**src/rtl/ipbr_pkg.sv**
```systemverilog
package ipbr_pkg;
  typedef enum logic [1:0] {LD_NONE = 2'd0, LD_PC = 2'd1, LD_IP = 2'd2, LD_W = 2'd3} loadSel_e;

  typedef struct packed {
    logic pcStep;
    logic pcRel8;
    logic ipStep;
    logic ipRel16;
    logic grabLo;
    logic useIp;
    logic memRd;
    logic ldPc;
    logic ldIp;
    logic ldW;
  } dpCtl_t;
endpackage

```
**src/rtl/ipbr_ctrl.sv**
```systemverilog
module ipbr_ctrl
  import ipbr_pkg::*;
#(
  parameter logic [7:0] PREFIX_OP = 8'h0B,
  parameter logic [7:0] ALWAYS_OP = 8'h80
) (
  input  logic         clk,
  input  logic         rstN,
  input  logic         instValid,
  input  logic [7:0]   opcode,
  input  logic [3:0]   flags,
  input  logic [1:0]   loadSel,
  output dpCtl_t       ctl,
  output logic         busy,
  output logic         prefixActive
);
  typedef enum logic [1:0] {S_IDLE, S_REL8, S_DLO, S_DHI} state_e;

  state_e stateQ, stateD;
  logic   prefixQ, prefixD;
  logic   takenQ, takenD;
  logic   isCond, isBra, isBranch, isPrefix, flagVal;

  assign isCond   = (opcode[4:0] == 5'b10000);
  assign isBra    = (opcode == ALWAYS_OP);
  assign isBranch = isCond | isBra;
  assign isPrefix = (opcode == PREFIX_OP);

  always_comb begin
    case (opcode[7:6])
      2'd0:    flagVal = flags[3];
      2'd1:    flagVal = flags[2];
      2'd2:    flagVal = flags[1];
      default: flagVal = flags[0];
    endcase
  end

  always_comb begin
    ctl     = '0;
    stateD  = stateQ;
    prefixD = prefixQ;
    takenD  = takenQ;
    case (stateQ)
      S_IDLE: begin
        if (instValid) begin
          ctl.pcStep = 1'b1;
          takenD     = isBra | (flagVal == opcode[5]);
          if (isBranch) begin
            stateD = prefixQ ? S_DLO : S_REL8;
          end else begin
            prefixD = isPrefix;
          end
        end else begin
          ctl.ldPc = (loadSel_e'(loadSel) == LD_PC);
          ctl.ldIp = (loadSel_e'(loadSel) == LD_IP);
          ctl.ldW  = (loadSel_e'(loadSel) == LD_W);
        end
      end
      S_REL8: begin
        ctl.memRd  = 1'b1;
        ctl.pcRel8 = takenQ;
        ctl.pcStep = ~takenQ;
        prefixD    = 1'b0;
        stateD     = S_IDLE;
      end
      S_DLO: begin
        ctl.memRd  = 1'b1;
        ctl.useIp  = 1'b1;
        ctl.grabLo = 1'b1;
        ctl.ipStep = 1'b1;
        stateD     = S_DHI;
      end
      default: begin
        ctl.memRd   = 1'b1;
        ctl.useIp   = 1'b1;
        ctl.ipRel16 = takenQ;
        ctl.ipStep  = ~takenQ;
        prefixD     = 1'b0;
        stateD      = S_IDLE;
      end
    endcase
  end

  always_ff @(posedge clk) begin
    if (!rstN) begin
      stateQ  <= S_IDLE;
      prefixQ <= 1'b0;
      takenQ  <= 1'b0;
    end else begin
      stateQ  <= stateD;
      prefixQ <= prefixD;
      takenQ  <= takenD;
    end
  end

  assign busy         = (stateQ != S_IDLE);
  assign prefixActive = prefixQ;
endmodule

```
**src/rtl/ipbr_dp.sv**
```systemverilog
module ipbr_dp
  import ipbr_pkg::*;
#(
  parameter int AW = 16,
  parameter int DW = 8
) (
  input  logic          clk,
  input  logic          rstN,
  input  dpCtl_t        ctl,
  input  logic [AW-1:0] loadData,
  input  logic [DW-1:0] memData,
  output logic [AW-1:0] memAddr,
  output logic [AW-1:0] pc,
  output logic [AW-1:0] ip,
  output logic [AW-1:0] w
);
  localparam int DISP_W = 2 * DW;

  logic [AW-1:0]     pcQ, ipQ, wQ;
  logic [DW-1:0]     loQ;
  logic [DISP_W-1:0] disp16;
  logic [AW-1:0]     rel8Ext, rel16Ext, pcNext, ipNext;

  assign disp16   = {memData, loQ};
  assign rel8Ext  = AW'($signed(memData));
  assign rel16Ext = AW'($signed(disp16));
  assign memAddr  = ctl.useIp ? ipQ : pcQ;

  always_comb begin
    pcNext = pcQ;
    if (ctl.ldPc)        pcNext = loadData;
    else if (ctl.pcRel8) pcNext = pcQ + AW'(1) + rel8Ext;
    else if (ctl.pcStep) pcNext = pcQ + AW'(1);
  end

  always_comb begin
    ipNext = ipQ;
    if (ctl.ldIp)         ipNext = loadData;
    else if (ctl.ipRel16) ipNext = ipQ + AW'(1) + rel16Ext;
    else if (ctl.ipStep)  ipNext = ipQ + AW'(1);
  end

  always_ff @(posedge clk) begin
    if (!rstN) begin
      pcQ <= '0;
      ipQ <= '0;
      wQ  <= '0;
      loQ <= '0;
    end else begin
      pcQ <= pcNext;
      ipQ <= ipNext;
      if (ctl.ldW)    wQ  <= loadData;
      if (ctl.grabLo) loQ <= memData;
    end
  end

  assign pc = pcQ;
  assign ip = ipQ;
  assign w  = wQ;
endmodule

```
**src/rtl/ipbr_unit.sv**
```systemverilog
module ipbr_unit
  import ipbr_pkg::*;
#(
  parameter int         AW        = 16,
  parameter int         DW        = 8,
  parameter logic [7:0] PREFIX_OP = 8'h0B,
  parameter logic [7:0] ALWAYS_OP = 8'h80
) (
  input  logic          clk,
  input  logic          rstN,
  input  logic          instValid,
  input  logic [7:0]    opcode,
  input  logic [3:0]    flags,
  input  logic [1:0]    loadSel,
  input  logic [AW-1:0] loadData,
  input  logic [DW-1:0] memData,
  output logic [AW-1:0] memAddr,
  output logic          memRd,
  output logic          busy,
  output logic          prefixActive,
  output logic [AW-1:0] pc,
  output logic [AW-1:0] ip,
  output logic [AW-1:0] w
);
  dpCtl_t ctl;

  ipbr_ctrl #(.PREFIX_OP(PREFIX_OP), .ALWAYS_OP(ALWAYS_OP)) u_ctrl (
    .clk(clk), .rstN(rstN), .instValid(instValid), .opcode(opcode),
    .flags(flags), .loadSel(loadSel), .ctl(ctl), .busy(busy),
    .prefixActive(prefixActive)
  );

  ipbr_dp #(.AW(AW), .DW(DW)) u_dp (
    .clk(clk), .rstN(rstN), .ctl(ctl), .loadData(loadData),
    .memData(memData), .memAddr(memAddr), .pc(pc), .ip(ip), .w(w)
  );

  assign memRd = ctl.memRd;
endmodule

```
**config.mk**
```make
export PLATFORM = sky130hd
export DESIGN_NAME = ipbr_unit
export DESIGN_NICKNAME = d
export VERILOG_FILES = /design/src/rtl/ipbr_pkg.sv /design/src/rtl/ipbr_ctrl.sv /design/src/rtl/ipbr_dp.sv /design/src/rtl/ipbr_unit.sv
export SDC_FILE = /design/constraint.sdc
export NUM_CORES = 1
export LEC_CHECK = 0
export BUFFER_PORTS_ARGS = -buffer_cell sky130_fd_sc_hd__buf_2
export CELL_PAD_IN_SITES_DETAIL_PLACEMENT = 2
export CELL_PAD_IN_SITES_GLOBAL_PLACEMENT = 2
export CORE_ASPECT_RATIO = 2
export CORE_MARGIN = 2
export CORE_UTILIZATION = 29
export DETAILED_ROUTE_END_ITERATION = 8
export GPL_ROUTABILITY_DRIVEN = 0
export PLACE_DENSITY = 0.88
export SLEW_MARGIN = 20
export SYNTH_ARGS = -nofsm -noshare
export SYNTH_HDL_FRONTEND = slang
export SYNTH_SLANG_ARGS = --single-unit
```
**constraint.sdc**
```tcl
create_clock -name clk -period 3.3 [get_ports clk]
set_clock_uncertainty 0.2 [all_clocks]
set_input_delay 0.66 -clock clk [delete_from_list [all_inputs] [get_ports clk]]
set_output_delay 0.66 -clock clk [all_outputs]
set_load 0.05 [all_outputs]
```
# == Yosys cells after proc, flatten, opt, wreduce, memory -nomap -nowiden ==
# Index checks and enable logic that the tools add are counted.
# word_totals
word_cells,63
in_bits,41
register_bits,60
# classes
muxes,24
eq_ne,14
n_addsub,4
n_reduce_logical,10
bitwise_logic,4
# op_table
operator,n
16-bit 2-to-1 mux,7
16-bit by 1-bit adder with 16-bit output (second input constant),2
16-bit adder,2
2-bit == test (second input constant),4
8-bit by 4-bit == test with 1-bit output (second input constant),1
8-bit == test (second input constant),1
1-bit 2-to-1 mux,7
2-bit by 1-bit == test with 1-bit output (second input constant),3
2-bit 2-to-1 mux,3
3-bit 2-to-1 mux,2
1-bit one-hot mux with 2 select lines,3
3-bit nonzero test,2
5-bit == test (second input constant),1
2-bit logical NOT,2
2-bit inequality test (second input constant),2
2-bit one-hot mux with 2 select lines,1
2-bit AND reduction,2
1-bit one-hot mux with 3 select lines,1
3-bit AND reduction,1
3-bit OR reduction,1
2-bit by 1-bit inequality test with 1-bit output (second input constant),1
1-bit inverter,2
1-bit bitwise OR,2
2-bit nonzero test,1
2 further kinds,2

# == Logic depth before layout (Yosys ltp) ==
# logic_depth
word_depth,6
mapped_depth,13
ltp_nobuf,12

# == Cells and area by module ==
# A second synthesis with hierarchy kept.
# unflattened
hier_cells,643
area_unflattened_um2,5218.8
# modules_own_cells
module,cells_per_inst,seq_area_each_um2,area_per_inst_um2,n_inst
ipbr_dp,597,1121.1,4858.4,1
ipbr_ctrl,46,80.1,360.3,1

# == Least setup slack after synthesis ==
# OpenSTA, ideal clock, no wires.
# synth_path
kind,flip-flop to flip-flop
from,register u_dp.pcQ[0] (netlist: u_dp.pc[0])
to,register u_dp.pcQ[15] (netlist: u_dp.pc[15])
stages_incl_launch_ff,12
required_time_ns,3.022
path_buffers,0
arrival_time_ns,3.357
period_less_slack_ns,3.635
setup_slack_ns,-0.335
path_cell_list,dfxtp_1 -> ha_1 -> nand4_1 -> nor3_1 -> nand3_1 -> xnor2_1 -> ha_1 -> a21o_1 -> nand2b_1 -> o31ai_1 -> mux2_2 -> nor3_1
# synth_via
elab_chain_cells,4
elab_cells_between_ends,5
cone_classes,add/sub: 2; mux: 3
# synth_rtl
element,line,source
"start, declared",ipbr_dp.sv:19,"logic [AW-1:0] pcQ, ipQ, wQ;"
"start signal, assigned",ipbr_dp.sv:50,pcQ <= pcNext;
16-bit by 1-bit adder with 16-bit output *,"ipbr_dp.sv:32, ipbr_dp.sv:33",
16-bit adder / 16-bit 2-to-1 mux (equally long branches),"ipbr_dp.sv:32, ipbr_dp.sv:33",
16-bit 2-to-1 mux *,ipbr_dp.sv:32,else if (ctl.pcRel8) pcNext = pcQ + AW'(1) + rel8Ext;
16-bit 2-to-1 mux *,ipbr_dp.sv:31,if (ctl.ldPc) pcNext = loadData;
# Mark *: on every way between the ends. The rest lies on a longest branch, timed or not. The select of a mux whose other input is x is not followed.
# A chain may end at the register's enable or synchronous reset.

# == Worst setup path after layout ==
# layout_path
from,register u_dp.ipQ[5] (netlist: u_dp.ip[5])
to,register u_dp.ipQ[13] (netlist: u_dp.ip[13])
# layout_via
elab_chain_cells,4
elab_cells_between_ends,5
cone_classes,add/sub: 2; mux: 3
# layout_rtl
element,line,source
"start, declared",ipbr_dp.sv:19,
"start signal, assigned",ipbr_dp.sv:51,ipQ <= ipNext;
16-bit by 1-bit adder with 16-bit output *,"ipbr_dp.sv:39, ipbr_dp.sv:40",
16-bit adder / 16-bit 2-to-1 mux (equally long branches),"ipbr_dp.sv:39, ipbr_dp.sv:40",
16-bit 2-to-1 mux *,ipbr_dp.sv:39,else if (ctl.ipRel16) ipNext = ipQ + AW'(1) + rel16Ext;
16-bit 2-to-1 mux *,ipbr_dp.sv:38,if (ctl.ldIp) ipNext = loadData;
# Marks and branches as above.

==> results.py <==
metrics = {
    "run_status": {
        "status": "finished, violations left",
        "failed_checks": "setup timing",
    },
    "power": {
        "powerDensity_nw_per_um2": 402,
        "power_uw": 2610,
        "power_leakage_uw": 0.00294,
        "vdd_ir_drop_max_v": 0.000385,
    },
    "synth": {
        "synth.area.mux_share_pct": 5.90,
        "synth_edf_count": 0,
        "synth-xor-area-share_pct": 8.20,
        "synthesis.nets": 714,
        "yosysSeqAreaShare_pct": 24.4,
        "synth_compound_area_share_pct": 24.6,
        "yosysWarnings": 0,
        "async_flop_share_pct": 0,
        "ys_types": 66,
        "synth_top_family_by_area": "compound AO/OA/AOI/OAI gates",
        "ys_ff_latch": 60,
        "synth_top_flop_cell": "dfxtp_1",
        "syn_avg_cell_area_um2": 7.79,
        "yosys.area_share.simple_pct": 23.2,
        "synthAdderAreaFrac_pct": 11.0,
        "synth_area_um2": 4920,
        "netlist_instances": 631,
    },
    "global_route": {
        "met3_usage_pct": 6.19,
        "antenna_found_initial": 1,
        "grt.total_usage_pct": 30.4,
        "grt_pass1_vias": 6693,
        "top_usage_layer": "met2",
        "grt_pass1_wl_mm": 40.0,
        "grt_max_degree": 21,
        "grt_remaining_overflow": 0,
        "grtUsageMet2_pct": 51.0,
        "grtUsageMet1_pct": 28.5,
    },
    "placement": {
        "portBuffers": 107,
        "dp_hpwl_mm": 20.0,
        "place_area_um2": 5950,
    },
    "floorplan": {
        "core_um2": 16700,
        "die_y_um": 188,
        "ios": 108,
        "die_w_um": 96.1,
        "design.die.area_um2": 18100,
        "initial_core_util_pct": 29.5,
        "std_cell_rows": 67,
    },
    "sta": {
        "hold_viol": 0,
        "fin_ws_ps": -136,
        "finalMaxSlewViolations": 0,
        "max_slew_margin_pct": 42.9,
        "fmax_mhz": 291,
        "finalSetupViolCount": 4,
        "tightest_slew_ps": 856,
        "period_share_pct": 104,
        "fin_crit_ps": 3440,
    },
    "final_layout": {
        "drive_gt1_share_pct": 31.2,
        "final_nets": 854,
        "area_delta_synth_final_pct": 32.0,
        "design_area_um2": 6490,
    },
    "setup_path": {
        "start_kind": "register",
        "cpMostUsedCell": "nand2_1",
        "cpPeakStageDelay_ps": 450,
        "cp_data_required_time_ps": 3340,
        "slowest_stage": "nor4bb_2",
        "reg2reg_slack_ps": -140,
        "cp_cell_sequence": "and4_4 -> and3_4 -> nand2_1 -> xnor2_2 -> ha_2 -> nand2_1 -> nor4bb_2 -> o31ai_1 -> buf_4 -> o21bai_1 -> mux2i_1 -> nor3_2",
        "cp-end-kind": "register",
        "path_class": "register to register",
        "critPathMaxFanout": 5,
        "cp.arrival_ps": 3480,
    },
    "route": {
        "drc_errors": 0,
        "drtAntennaViolNets": 0,
        "vias_per_cell": 6.26,
        "route.vias.total": 6151,
        "drt_iter0_drc": 422,
        "finalWirelength_mm": 29.2,
        "dr.pass1.iters": 5,
        "wl_per_cell_um": 29.7,
    },
    "clock_network": {
        "cts_buffer_depth": 2,
        "cts_max_level": 3,
        "cts_buffers": 9,
        "cts_root_buffer": "clkbuf_16",
        "cts_sinks": 60,
        "path_clk_slew_ps": 50,
        "cts_tree": "built",
        "worstSkewPairLatency_ps": 370,
    },
    "hold_path": {
        "hp-class": "register to register",
    },
    "job": {
        "maxCapViolCount": 0,
    },
}
-- stage by stage --
| step | cells | hold slack [ps] | setup TNS (ps) | utilization, % | setup WS, ps |
|---|---|---|---|---|---|
| 2_1_floorplan | 631 | 265 | -7.67 | - | -7.67 |
| 4_1_cts | 979 | 264 | 0 | 37.7 | 0.407 |
| 3_5_place_dp | 963 | 250 | -89.4 | 35.7 | -89.4 |
| 5_1_grt | 983 | 283 | -765 | 38.9 | -201 |
| 3_3_place_gp | 963 | 241 | 0 | 35.7 | 119 |
| 6_report | 983 | 256 | -383 | 38.9 | -136 |
-- area by class of cell --
cell class,instances,area [um^2]
clock buffer,10,229
sequential,60,1220
antenna,1,2.50
clock inverter,5,77.6
tap,207,259
timing repair buffer,154,888
inverter,8,30.0
fill,1920,10200
multi-input combinational,538,3780
-- state kept, by name, summed over array words and instances, names as in the netlist --
signal               flops
u_dp.w                  16
u_ctrl.prefixActive      1
u_dp.ip                 16
u_ctrl.takenQ            1
u_dp.loQ                 8
u_dp.pc                 16
u_ctrl.stateQ            2
-- critical path: cells and delay by family, from the launching register on --
kind / cells / cell delay, ps
adders and majority gates: 1 / 440
DFF: 1 / 340
and+or+nand+nor: 6 / 1230
muxes: 1 / 290
xor gates and xnor gates: 1 / 220
AOI/OAI and AO/OA: 2 / 400
buffers and inverters: 1 / 200
-- routing by layer --
metal	wire length (um)	part of all wire, %	up-vias
met1	9880	34	3083
met5	0	0	-
met3	1270	4.3	148
li1	-	-	2620
met4	2620	9.0	0
met2	15400	53	300
-- cells by family after synthesis --
logic type / after synthesis
AND/OR/NAND/NOR: 233
flip-flops: 60
buffers and inverters: 33
XOR/XNOR: 46
multiplexers: 26
adder cells (fa/ha/maj): 42
AO/OA/AOI/OAI: 191
-- cell usage after synthesis, drive strengths merged (10+ instances only) --
library cell,number,area [um^2]
and3,11,73.8
nor2,47,176
mux2,14,158
nand4,10,62.6
mux2i,11,110
o21ai,41,209
nor3,19,100
a21oi,68,340
clkbuf,20,75.1
ha,40,500
o221ai,10,87.6
xnor2,25,219
nand3,20,105
nand2,87,327
xor2,21,184
dfxtp,60,1200
-- layout by cell type, fill, tap and decap left out, drive strengths merged, types with 3 or more instances in the layout --
cell and count:
mux2i 11, o21ai 41, mux2 14, nor3 19
nor4 4, nand4 10, or3 7, a222oi 4
buf 154, a21oi 68, xor2 21, nand3 20
a211oi 5, nor2b 4, o21bai 4, a21o 9
dfxtp 60, nand3b 3, a31oi 8, nor3b 3
and4 3, xnor2 25, nand2 87, o211ai 6
clkbuf 10, o22ai 3, ha 40, o221ai 10
a22oi 4, o21a 7, nor2 47, and3 11
o31ai 3, inv 8, a221oi 3, nand2b 6
-- power by group --
group	internal (uW)	switching (uW)	total, uW	leakage [uW]
logic	239	512	751	0.00230
registers	755	41.4	797	0.000494
clock network	654	403	1060	0.000148
-- worst paths after layout --
path                            cells past startpoint                       end                    start
worst max-delay path                               12  u_dp.ip[13]$_SDFFE_PN0P_  u_dp.ip[5]$_SDFFE_PN0P_
worst min-delay path                                2   u_dp.w[13]$_SDFFE_PN0P_  u_dp.w[13]$_SDFFE_PN0P_
worst min register to register                      2   u_dp.w[13]$_SDFFE_PN0P_  u_dp.w[13]$_SDFFE_PN0P_
worst max register to register                     12  u_dp.ip[13]$_SDFFE_PN0P_  u_dp.ip[5]$_SDFFE_PN0P_
-- what timing repair did --
action | CTS | global route
endpoints found under the setup margin | 2 | 9
setup buffers | 1 | 3
gates cloned | 0 | 0
pin swaps | 4 | 11
resized for setup | 9 | 39
hold buffers | 0 | 0
No activity file was read; power rests on OpenSTA's default activity.
